==> src/rtl/thermo7_pkg.sv <==
package thermo7_pkg;

   localparam int unsigned LINES    = 6;
   localparam int unsigned SEGS     = 7;
   localparam int unsigned DIGIT_W  = $clog2(LINES + 1);

   typedef logic [SEGS-1:0]    seg_t;
   typedef logic [LINES-1:0]   lvl_t;
   typedef logic [DIGIT_W-1:0] digit_t;

   localparam seg_t SEG_DARK = '1;

   // Active-low pattern for a digit, segment A in the top bit.
   function automatic seg_t digit_pattern(input digit_t d, input logic dark_zero);
      seg_t p;
      unique case (d)
         3'd0:    p = dark_zero ? SEG_DARK : 7'b000_0001;
         3'd1:    p = 7'b100_1111;
         3'd2:    p = 7'b001_0010;
         3'd3:    p = 7'b000_0110;
         3'd4:    p = 7'b100_1100;
         3'd5:    p = 7'b010_0100;
         3'd6:    p = 7'b010_0000;
         default: p = SEG_DARK;
      endcase
      return p;
   endfunction

endpackage

==> src/rtl/thermo7_validate.sv <==
module thermo7_validate
   import thermo7_pkg::*;
#(
   parameter int unsigned N_LINES = LINES,
   localparam int unsigned CNT_W  = $clog2(N_LINES + 1)
) (
   input  logic [N_LINES-1:0] lvl_n,
   output logic               code_ok,
   output logic [CNT_W-1:0]   level
);

   logic [N_LINES:0] hit;

   // One comparator per legal code: k low bits cleared.
   for (genvar k = 0; k <= N_LINES; k++) begin : g_match
      localparam logic [N_LINES-1:0] PAT = {N_LINES{1'b1}} << k;
      assign hit[k] = (lvl_n == PAT);
   end

   always_comb begin
      level = '0;
      for (int k = 0; k <= N_LINES; k++) begin
         if (hit[k]) level = level | CNT_W'(k);
      end
   end

   assign code_ok = |hit;

   always_comb begin

      level_count_chk: assert (!code_ok || ($countones(~lvl_n) == int'(level)))
         else $error("level disagrees with number of low lines");

      one_match_chk: assert ($onehot0(hit))
         else $error("more than one legal code matched");
   end

endmodule

==> src/rtl/thermo7_xor_dec.sv <==
module thermo7_xor_dec
   import thermo7_pkg::*;
(
   input  lvl_t lvl_n,
   input  logic dark_zero,
   output seg_t seg_n
);

   logic l1, l2, l3, l4, l5, l6;
   assign {l6, l5, l4, l3, l2, l1} = lvl_n;

   seg_t show_set, dark_set;
   logic mid23;

   // Equation set that shows a 0 for the all-high code.
   always_comb begin
      show_set[6] = l1 ^ l2 ^ l4 ^ l5;
      show_set[5] = ~l5;
      show_set[4] = l2 ^ l3;
      show_set[3] = show_set[6];
      show_set[2] = l1 ^ l2 ^ l3 ^ l6;
      show_set[1] = l1 ^ l4;
      show_set[0] = l2;
   end

   // Equation set that darkens the all-high code; C and E share one term.
   assign mid23 = l2 ^ l3;

   always_comb begin
      dark_set[6] = l2 ^ l4 ^ l5;
      dark_set[5] = ~(l1 ^ l5);
      dark_set[4] = l1 ^ mid23;
      dark_set[3] = dark_set[6];
      dark_set[2] = mid23 ^ l6;
      dark_set[1] = l4;
      dark_set[0] = l2;
   end

   assign seg_n = dark_zero ? dark_set : show_set;

   always_comb begin

      ad_tie_chk: assert (seg_n[6] == seg_n[3])
         else $error("segments A and D diverged");
   end

endmodule

==> src/rtl/thermo7_lut_dec.sv <==
module thermo7_lut_dec
   import thermo7_pkg::*;
(
   input  digit_t digit,
   input  logic   dark_zero,
   output seg_t   seg_n
);

   assign seg_n = digit_pattern(digit, dark_zero);

   always_comb begin

      six_tail_chk: assert (digit != 3'd6 || seg_n[6] == 1'b0)
         else $error("digit six lost its top segment");
   end

endmodule

==> src/rtl/thermo7_seg_decoder.sv <==
module thermo7_seg_decoder
   import thermo7_pkg::*;
#(
   parameter int unsigned N_LINES     = 6,
   parameter int unsigned N_SEGS      = 7,
   parameter bit          USE_REDUCED = 1'b1,
   parameter bit          OUT_LOW     = 1'b1
) (
   input  logic [N_LINES-1:0] lvl_n,
   input  logic               blank_mode,
   output logic [N_SEGS-1:0]  seg_n,
   output logic               bad_code
);

   if (N_LINES != LINES) begin : g_bad_lines
      $error("reduced equations are fixed to six level lines");
   end
   if (N_SEGS != SEGS) begin : g_bad_segs
      $error("display must have seven segments");
   end

   logic   code_ok;
   digit_t digit;
   seg_t   xor_seg, lut_seg, pick_seg, gated_seg;

   thermo7_validate #(.N_LINES(N_LINES)) u_val (
      .lvl_n   (lvl_n),
      .code_ok (code_ok),
      .level   (digit)
   );

   thermo7_xor_dec u_xor (
      .lvl_n     (lvl_n),
      .dark_zero (blank_mode),
      .seg_n     (xor_seg)
   );

   thermo7_lut_dec u_lut (
      .digit     (digit),
      .dark_zero (blank_mode),
      .seg_n     (lut_seg)
   );

   if (USE_REDUCED) begin : g_reduced
      assign pick_seg = xor_seg;
   end else begin : g_table
      assign pick_seg = lut_seg;
   end

   assign gated_seg = code_ok ? pick_seg : SEG_DARK;
   assign bad_code  = ~code_ok;

   if (OUT_LOW) begin : g_low
      assign seg_n = gated_seg;
   end else begin : g_high
      assign seg_n = ~gated_seg;
   end

   always_comb begin

      path_agree_chk: assert (!code_ok || xor_seg == lut_seg)
         else $error("reduced and lookup decode disagree");

      bad_dark_chk: assert (code_ok || gated_seg == SEG_DARK)
         else $error("illegal code not blanked");

      idle_dark_chk: assert (!(blank_mode && lvl_n == '1) || gated_seg == SEG_DARK)
         else $error("idle code lit a segment in dark mode");
   end

endmodule

==> config.mk <==
export PLATFORM = sky130hd
export DESIGN_NAME = thermo7_seg_decoder
export DESIGN_NICKNAME = d
export VERILOG_FILES = /design/src/rtl/thermo7_pkg.sv /design/src/rtl/thermo7_validate.sv /design/src/rtl/thermo7_xor_dec.sv /design/src/rtl/thermo7_lut_dec.sv /design/src/rtl/thermo7_seg_decoder.sv
export SDC_FILE = /design/constraint.sdc
export NUM_CORES = 1
export LEC_CHECK = 0
export BUFFER_PORTS_ARGS = -buffer_cell sky130_fd_sc_hd__buf_2
export CAP_MARGIN = 40
export CORE_AREA = 2 2 39 41
export DETAILED_ROUTE_END_ITERATION = 7
export DIE_AREA = 0 0 41 43
export SYNTH_ARGS = -nofsm -noshare
export SYNTH_HDL_FRONTEND = slang
export SYNTH_HIERARCHICAL = 1
export SYNTH_SLANG_ARGS = --single-unit
export TNS_END_PERCENT = 50
==> constraint.sdc <==
create_clock -name vclk -period 2
set_input_delay 0.6 -clock vclk [all_inputs]
set_output_delay 0.6 -clock vclk [all_outputs]
set_load 0.03 [all_outputs]
=== Word level (Yosys, flattened, before mapping) ===
Cells that the tools add are included.

* Muxes and demuxes: 2
* Reductions and logical operators: 2
* Equality and inequality tests: 6
* Bitwise logic cells: 15

{| class="wikitable"
|+ Operators with widths
! cell !! count
|-
| equality test 6 bit, second input constant || 6
|-
| two-way mux 7 bit || 2
|-
| XOR 1 bit || 12
|-
| OR reduction 7 bit || 1
|-
| logical NOT 6 bit || 1
|-
| NOT 1 bit || 3
|}

* Output and inout bits: 8
* Input port bits: 7
* Register bits: 0
* Logic and storage cells: 25

=== Logic depth before layout (Yosys ltp) ===
Gate-level depths: netlist (run 1).

* Word-level depth: 5
* Depth in mapped cells: 4
* Depth with buffers taken out: 4

=== Modules after synthesis ===
Netlist (run 1), hierarchy kept.

{| class="wikitable"
|+ By module, submodules not included
! module !! sequential area each (um2) !! cells an instance !! area each (um2) !! times used
|-
| thermo7_xor_dec || 0.0 || 11 || 125.1 || 1
|-
| thermo7_validate || 0.0 || 16 || 105.1 || 1
|-
| thermo7_seg_decoder || 0.0 || 8 || 47.5 || 1
|}

=== Least setup slack after synthesis (run 1) ===
OpenSTA, ideal clock, no wires.

* Path type: input to output
* Start point: input lvl_n[4]
* End point: output seg_n[0]
* Buffers on the path: 0
* Arrival: 1.659 ns
* Stages: 3
* Setup slack: -0.259 ns
* Data required time: 1.400 ns
* Cell sequence: or3_4 o22ai_1 nand2b_1

* Longest elaborated chain between the ends: 3
* Elaborated cells on any way between the ends: 9
* Those cells by class: eq/ne: 6; mux: 1; reduce/logical: 2

{| class="wikitable"
|+ RTL lines
! what !! RTL line !! text
|-
| start: declaration || thermo7_seg_decoder.sv:9 || <nowiki>input logic [N_LINES-1:0] lvl_n,</nowiki>
|-
| equality test 6 bit or logical NOT 6 bit (tied branches) || thermo7_validate.sv:17 || <nowiki>assign hit[k] = (lvl_n == PAT);</nowiki>
|-
| OR reduction 7 bit * || thermo7_validate.sv:27 || <nowiki>assign code_ok = |hit;</nowiki>
|-
| net code_ok || thermo7_seg_decoder.sv:22 || <nowiki>logic code_ok;</nowiki>
|-
| two-way mux 7 bit * || thermo7_seg_decoder.sv:50 || <nowiki>assign gated_seg = code_ok ? pick_seg : SEG_DARK;</nowiki>
|-
| end: declaration || thermo7_seg_decoder.sv:11 || <nowiki>output logic [N_SEGS-1:0] seg_n,</nowiki>
|}

The timed path passes the listed nets; every way through them passes the cells marked *.

=== Final worst setup path (run 1) ===
* Start point: input lvl_n[4]
* End point: output seg_n[3]

The elaborated chain is that of the path after synthesis.

==> results of run 1 <==
==> what timing repair did <==
item | in CTS | in global routing
resized for setup | 25 | 4
pin swaps | 2 | 2
buffers inserted | 1 | 0
setup endpoints to repair | 8 | 8
==> area by class of cell <==
cell class                      count  area (um2)  area share, %
Inverter                            1       3.754         0.7500
Multi-Input combinational cell     23       279.0          55.75
Timing Repair Buffer               21       197.7          39.50
Tap cell                           16       20.02          4.000
==> per-stage QoR <==
| step | instances | TNS, ns | total power [mW] | instance area, um2 | utilization [%] |
|---|---|---|---|---|---|
| detailed placement | 60 | -2.579 | 0.09830 | 371.6 | 26.85 |
| CTS | 61 | -1.886 | 0.1279 | 490.5 | 35.44 |
| finish | 61 | -1.679 | 0.1290 | 500.5 | 36.17 |
| floorplan | 26 | -0.6928 | 0.07344 | 254.0 | - |
| global route | 61 | -1.942 | 0.1374 | 500.5 | 36.17 |
| global placement | 60 | -2.505 | 0.09774 | 371.6 | 26.85 |
==> routing by layer <==
| metal | vias to the layer above | wire [um] | share of wire (%) |
|---|---|---|---|
| met2 | 11 | 273 | 51 |
| met5 | - | 0 | 0 |
| met3 | 0 | 46 | 8.7 |
| met1 | 105 | 211 | 40 |
| li1 | 121 | - | - |
| met4 | 0 | 0 | 0 |
==> report_power, final <==
| group | leakage (nW) | switching (mW) | internal (mW) | total [mW] |
|---|---|---|---|---|
| logic | 0.230 | 0.0505 | 0.0785 | 0.129 |
| clock network | 0 | 0 | 0 | 0 |
| registers | 0 | 0 | 0 | 0 |
==> worst min-delay path: stages <==
cell and delay [ns]:
buf_2 0.15, nand2b_4 0.15, buf_6 0.13
==> path summary, 6_finish.rpt <==
check | cells past startpoint | from | endpoint
setup / recovery | 6 | lvl_n[4] | seg_n[3]
hold / removal | 3 | lvl_n[1] | seg_n[0]
==> impl_metrics.toml, run 1 <==
[setup_path]
endpoint_kind = "output pin"
cp_top_family = "simple AND/OR/NAND/NOR gates"
worstPathArrival_ns = 1.61
crit_path_top_delay_cell = "or3_4"
cp.required_ns = 1.40
timing.critical_path.cells = "buf_6, or3_4, o22ai_4, buf_12, nand2b_4, buf_6"
critPathKind = "primary input to output pin"
slowest_delay_ns = 0.38
setup.worst_path.start_class = "primary input"
critical-path-top-cell-by-count = "buf_6"
crit_path_max_fanout = 8
critPathBufInv = 3

[routing]
finalWirelength_um = 531
routed_antenna_nets = 0
dr.first_iter.drc_count = 3
post_drt_via_cell_ratio = 3.885
number_of_vias_after_detailed_routing = 237
dr.pass1.iters = 2
wire_per_inst_um = 8.705
post-route-drc-count = 0

[synth]
yosys_warnings = 6
post_synth_instance_area_um2 = 217.7
synthesis.area_per_instance_um2 = 8.373
number_of_nets_produced_by_synthesis = 33
syn-instance-count = 26

[worst_hold_path]
holdCritPathClass = "primary input to output pin"

[finish]
filler_cell_count = 151
syn2layout_area_growth_pct = 129.9
design.final.nets = 54
n_clock_buffer = 0
most_common_cell_after_layout_fill_and_taps_aside = "buf_6"
antenna-diode-count = 0
share_of_cells_above_drive_strength_1_pct = 80.00
seq_cells = 0
seqCellArea_um2 = 0
commonest_cells_after_routing_fill_and_taps_aside = "10 x buf_6, 7 x nand2b_4, 6 x buf_4"

[sta]
worst_slew_pin_tran_ns = 0.1996
hold_fails_final_rpt = 0
final_critical_path_setup_slack_ns = -0.2141
drv_slew = 0
layout_min_cycle_time_ns = 2.214
post-route-period-util_pct = 110.7
setup_violations = 8
achievable-frequency_ghz = 0.4516
worst_hold_slack_ns = 1.625
rsz0062_at_grt = "true"
worst_slew_margin_rel_pct = 86.60

[power]
ir_drop_uv = 91.42
powerDensity_mw_per_mm2 = 257.7
total_leakage_power_nw = 0.2300

[floorplanning]
floorplan.die.width_um = 41
fp-row-count = 14
initial_utilization_pct = 15.73
dieArea_mm2 = 0.001763
floorplan.die.height_um = 43
core_region_area_mm2 = 0.001384
num_io_pins = 15

[global_routing]
gr-usage-met3_pct = 0.5236
grtUsageMet2_pct = 12.50
grt_most_used_layer = "met2"
grt_max_degree = 9
antenna_found_initial = 0
grtUsageMet1_pct = 7.987
grt_pass1_wl_um = 862
first_global_vias = 221
grt_util_all_layers_pct = 6.613
grt-ovfl-total = 0

[place]
dp.final_hpwl_um = 434.5
globalplace.congestion = 0.6711
portBuffers = 15
pre_cts_slack_ns = -0.3409

[clock_tree]
ctsHoldBuffers = 0

[run_status]
result_of_the_run = "finished, violations left"
violations_in_the_final_reports = "negative setup slack"

[job]
maxCapViolations = 0
Note: power is estimated with default switching activity, not from simulation.
==> run 2, diff against run 1 <==
==> constraint.sdc (replaced) <==
create_clock -name vclk -period 2.5
set_input_delay 0.75 -clock vclk [all_inputs]
set_output_delay 0.75 -clock vclk [all_outputs]
set_load 0.03 [all_outputs]
==> impl_metrics.toml, run 2 (same netlist as run 1, synthesis figures left out) <==
[sta]
final_critical_path_setup_slack_ns = -0.01909
achievable-frequency_ghz = 0.3970
setup_violations = 6
layout_min_cycle_time_ns = 2.519
hold_fails_final_rpt = 0
worst_slew_margin_rel_pct = 83.85
worst_hold_slack_ns = 1.931
worst_slew_pin_tran_ns = 0.2409
drv_slew = 0
rsz0062_at_grt = "true"
post-route-period-util_pct = 100.8

[power]
ir_drop_uv = 72.15
power_switching_share_pct = 42.13
total_power_mw = 0.09347
powerDensity_mw_per_mm2 = 199.7
combPwrFrac_pct = 100.0
internal-power_mw = 0.05409
power.net_switching_mw = 0.03938
power.sequential.fraction_pct = 0
power_frac_clock_pct = 0
total_leakage_power_nw = 0.2079

[finish]
seqCellArea_um2 = 0
share_of_cells_above_drive_strength_1_pct = 68.09
n_clock_buffer = 0
design.final.nets = 56
antenna-diode-count = 0
seq_cells = 0
commonest_cells_after_routing_fill_and_taps_aside = "9 x buf_6, 9 x buf_4, 7 x nand2b_1"
finalNonFillerCells = 63
syn2layout_area_growth_pct = 114.9

[global_routing]
antenna_found_initial = 0
grt_most_used_layer = "met2"
gr-usage-met3_pct = 0
grt_pass1_wl_um = 931
grtUsageMet1_pct = 9.295
first_global_vias = 227
grt_max_degree = 7
grtUsageMet2_pct = 13.75
grt-ovfl-total = 0
grt_util_all_layers_pct = 7.322

[place]
globalplace.congestion = 0.5902
portBuffers = 15
dp.final_hpwl_um = 428.9
dpl.cell_count = 63

[clock_tree]
ctsHoldBuffers = 0
post_cts_buffers = 0

[floorplanning]
num_io_pins = 15
initial_utilization_pct = 15.73
core_region_area_mm2 = 0.001384
floorplan.die.height_um = 43
fp-row-count = 14
dieArea_mm2 = 0.001763
floorplan.die.width_um = 41

[routing]
post-route-drc-count = 0
post_drt_via_cell_ratio = 3.921
dr.pass1.iters = 2
routed_antenna_nets = 0
finalWirelength_um = 647
number_of_vias_after_detailed_routing = 247
dr.first_iter.drc_count = 5
wire_per_inst_um = 10.27

[setup_path]
critical-path-top-cell-by-count = "buf_6"
slowest_delay_ns = 0.38
endpoint_kind = "output pin"
critPathKind = "primary input to output pin"
crit_path_max_fanout = 6
timing.critical_path.cells = "buf_6, or3_4, o22ai_4, buf_6, nand2b_1, buf_6"
cp.required_ns = 1.75
worstPathArrival_ns = 1.77
setup.worst_path.start_class = "primary input"
crit_path_top_delay_cell = "or3_4"

[run_status]
violations_in_the_final_reports = "negative setup slack"
result_of_the_run = "finished, violations left"

[job]
maxCapViolations = 0

[worst_hold_path]
holdCritStartpoint = "lvl_n[1]"
timing.hold.worst_endpoint = "seg_n[0]"
holdCritPathClass = "primary input to output pin"
hold_path_depth = 3
[run 2: how the worst max path moves through the flow]
stage	from	endpoint	slack, ns	cells past startpoint
floorplan	blank_mode	seg_n[6]	0.04	4
global placement	lvl_n[2]	seg_n[1]	-0.05	6
detailed placement	lvl_n[2]	seg_n[1]	-0.07	6
CTS	lvl_n[4]	seg_n[1]	-0.05	6
global route	lvl_n[4]	seg_n[0]	-0.05	6
finish	lvl_n[4]	seg_n[1]	-0.02	6
[run 2: repair_timing]
item	4_1_cts	5_1_grt
cloned	0	0
setup endpoints to repair	8	8
pin swaps	2	2
endpoints found under the hold margin	0	0
gates resized for setup	19	7
[run 2: per-layer routing]
layer / part of all wire, % / wire [um] / vias up
met4: 0 / 0 / 0
met2: 53 / 340 / 11
met1: 39 / 252 / 112
met3: 8.2 / 53 / 0
met5: 0 / 0 / -
li1: - / - / 124
[run 2: layout make-up]
type / instances / area [um2]
fill: 166 / 915.9
multi-input combinational: 23 / 250.2
timing repair buffer: 23 / 193.9
tap: 16 / 20.02
inverter: 1 / 3.754
[run 2: worst max-delay path, delay by kind of cell]
kind	cells	cell delay [ns]
simple gates	2	0.45
compound gates	1	0.17
buf+inv	3	0.38
[run 2: power groups by stage]
stage | combinational (mW) | sequential [mW] | clock, mW
after floorplan | 0.0498 | 0 | 0
after global placement | 0.0728 | 0 | 0
after detailed placement | 0.0728 | 0 | 0
after CTS | 0.0877 | 0 | 0
after global routing | 0.0991 | 0 | 0
final | 0.0935 | 0 | 0
[run 2: stage by stage]
step	setup slack (ns)	cell area [um2]	util (%)	TNS, ns
final	-0.01909	467.9	33.82	-0.07076
after global routing	-0.05486	467.9	33.82	-0.3317
after CTS	-0.04955	437.9	31.65	-0.2673
after detailed placement	-0.07024	364.1	26.31	-0.3973
after global placement	-0.05227	364.1	26.31	-0.2692
after floorplan	0.04048	224.0	-	0
==> run 3, diff against run 2 <==
--- a/config.mk
+++ b/config.mk
@@ -5,6 +5,7 @@
 export SDC_FILE = /design/constraint.sdc
 export NUM_CORES = 1
 export LEC_CHECK = 0
+export ABC_AREA = 1
 export BUFFER_PORTS_ARGS = -buffer_cell sky130_fd_sc_hd__buf_2
 export CAP_MARGIN = 40
 export CORE_AREA = 2 2 39 41
==> impl_metrics.toml, run 3 <==
[sta]
hold_fails_final_rpt = 0
drv_slew = 0
worst_slew_margin_rel_pct = 84.07
rsz0062_at_grt = "false"
worst_slew_pin_tran_ns = 0.2383
worst_hold_slack_ns = 1.896
totalNegativeSetupSlack_ns = 0
layout_min_cycle_time_ns = 2.380
post-route-period-util_pct = 95.19
setup_violations = 0
achievable-frequency_ghz = 0.4202

[floorplanning]
initial_utilization_pct = 20.16
num_io_pins = 15
floorplan.die.height_um = 43
fp-row-count = 14
dieArea_mm2 = 0.001763
core_region_area_mm2 = 0.001384
floorplan.die.width_um = 41

[setup_path]
cp.required_ns = 1.75
setup.worst_path.start_class = "primary input"
worstPathArrival_ns = 1.63
startpoint = "lvl_n[1]"
endpoint_kind = "output pin"
critPathBufInv = 3
critPathKind = "primary input to output pin"
crit_path_max_fanout = 8
timing.critical_path.cells = "buf_2, nand2_1, inv_1, o21ai_0, nand2_1, nand2_1, buf_2"
crit_path_top_delay_cell = "nand2_1"
critical-path-top-cell-by-count = "nand2_1"
cp_top_family = "simple AND/OR/NAND/NOR gates"
slowest_delay_ns = 0.19

[routing]
dr.pass1.iters = 3
finalWirelength_um = 614
wire_per_inst_um = 6.899
dr.first_iter.drc_count = 4
post_drt_via_cell_ratio = 3.809
routed_antenna_nets = 0
number_of_vias_after_detailed_routing = 339
post-route-drc-count = 0

[clock_tree]
ctsHoldBuffers = 0
cts.repair.resized = 0
post_cts_buffers = 0

[power]
total_power_mw = 0.06034
powerDensity_mw_per_mm2 = 170.4
power.net_switching_mw = 0.04002
ir_drop_uv = 50.07
power_frac_clock_pct = 0
power_switching_share_pct = 66.33
total_leakage_power_nw = 0.2387
power.sequential.fraction_pct = 0
combPwrFrac_pct = 100.0
internal-power_mw = 0.02032

[finish]
share_of_cells_above_drive_strength_1_pct = 28.77
n_clock_buffer = 0
seq_cells = 0
most_common_cell_after_layout_fill_and_taps_aside = "nand2_1"
antenna-diode-count = 0
design.final.nets = 82
seqCellArea_um2 = 0
commonest_cells_after_routing_fill_and_taps_aside = "24 x nand2_1, 18 x inv_1, 15 x buf_2"
syn2layout_area_growth_pct = 26.91

[global_routing]
grt-ovfl-total = 0
grt_pass1_wl_um = 1069
antenna_found_initial = 0
grt_max_degree = 9
first_global_vias = 287
grt_util_all_layers_pct = 7.892

[place]
globalplace.congestion = 0.7686
portBuffers = 15
dp.final_hpwl_um = 536.5

[worst_hold_path]
holdCritStartpoint = "lvl_n[1]"
holdCritPathClass = "primary input to output pin"

[job]
maxCapViolations = 0

[synth]
number_of_nets_produced_by_synthesis = 68
syn-instance-count = 61
post_synth_instance_area_um2 = 279.0
yosys_warnings = 6
synthesis.area_per_instance_um2 = 4.574

[run_status]
result_of_the_run = "finished, final reports clean"
run 3: layout make-up:
| cell class | count | area, um2 |
|---|---|---|
| tap | 16 | 20.02 |
| multi-input combinational | 39 | 187.7 |
| timing repair buffer | 15 | 75.07 |
| inverter | 19 | 71.32 |
| fill | 173 | 1030 |
run 3: per-stage QoR:
| stage | instance area [um2] | utilization [%] | cells | setup slack, ns |
|---|---|---|---|---|
| CTS | 354.1 | 25.59 | 89 | 0.1319 |
| finish | 354.1 | 25.59 | 89 | 0.1203 |
| detailed placement | 354.1 | 25.59 | 89 | 0.1309 |
| global route | 354.1 | 25.59 | 89 | 0.02520 |
| floorplan | 279.0 | - | 61 | 0.3561 |
| global placement | 354.1 | 25.59 | 89 | 0.1595 |
run 3: per-layer routing:
| layer | track usage [%] | routed length (um) |
|---|---|---|
| met5 | 0 | 0 |
| met4 | 0.6667 | 0 |
| met3 | 0 | 40 |
| met2 | 12.50 | 258 |
| met1 | 12.03 | 314 |
run 3: worst paths after layout:
check,slack (ns),cells after the start,to
worst min-delay path,1.90,4,seg_n[0]
worst max-delay path,0.12,7,seg_n[2]
run 3: tightest hold or removal path: stages:
cell     delay [ns]
buf_2          0.14
inv_1          0.05
nand2_1        0.04
buf_2          0.17
run 3: power by group through the flow:
stage,clock network [mW],registers [mW],logic (mW)
final,0,0,0.0603
after CTS,0,0,0.0610
after global placement,0,0,0.0601
after global routing,0,0,0.0687
after detailed placement,0,0,0.0608
after floorplan,0,0,0.0450
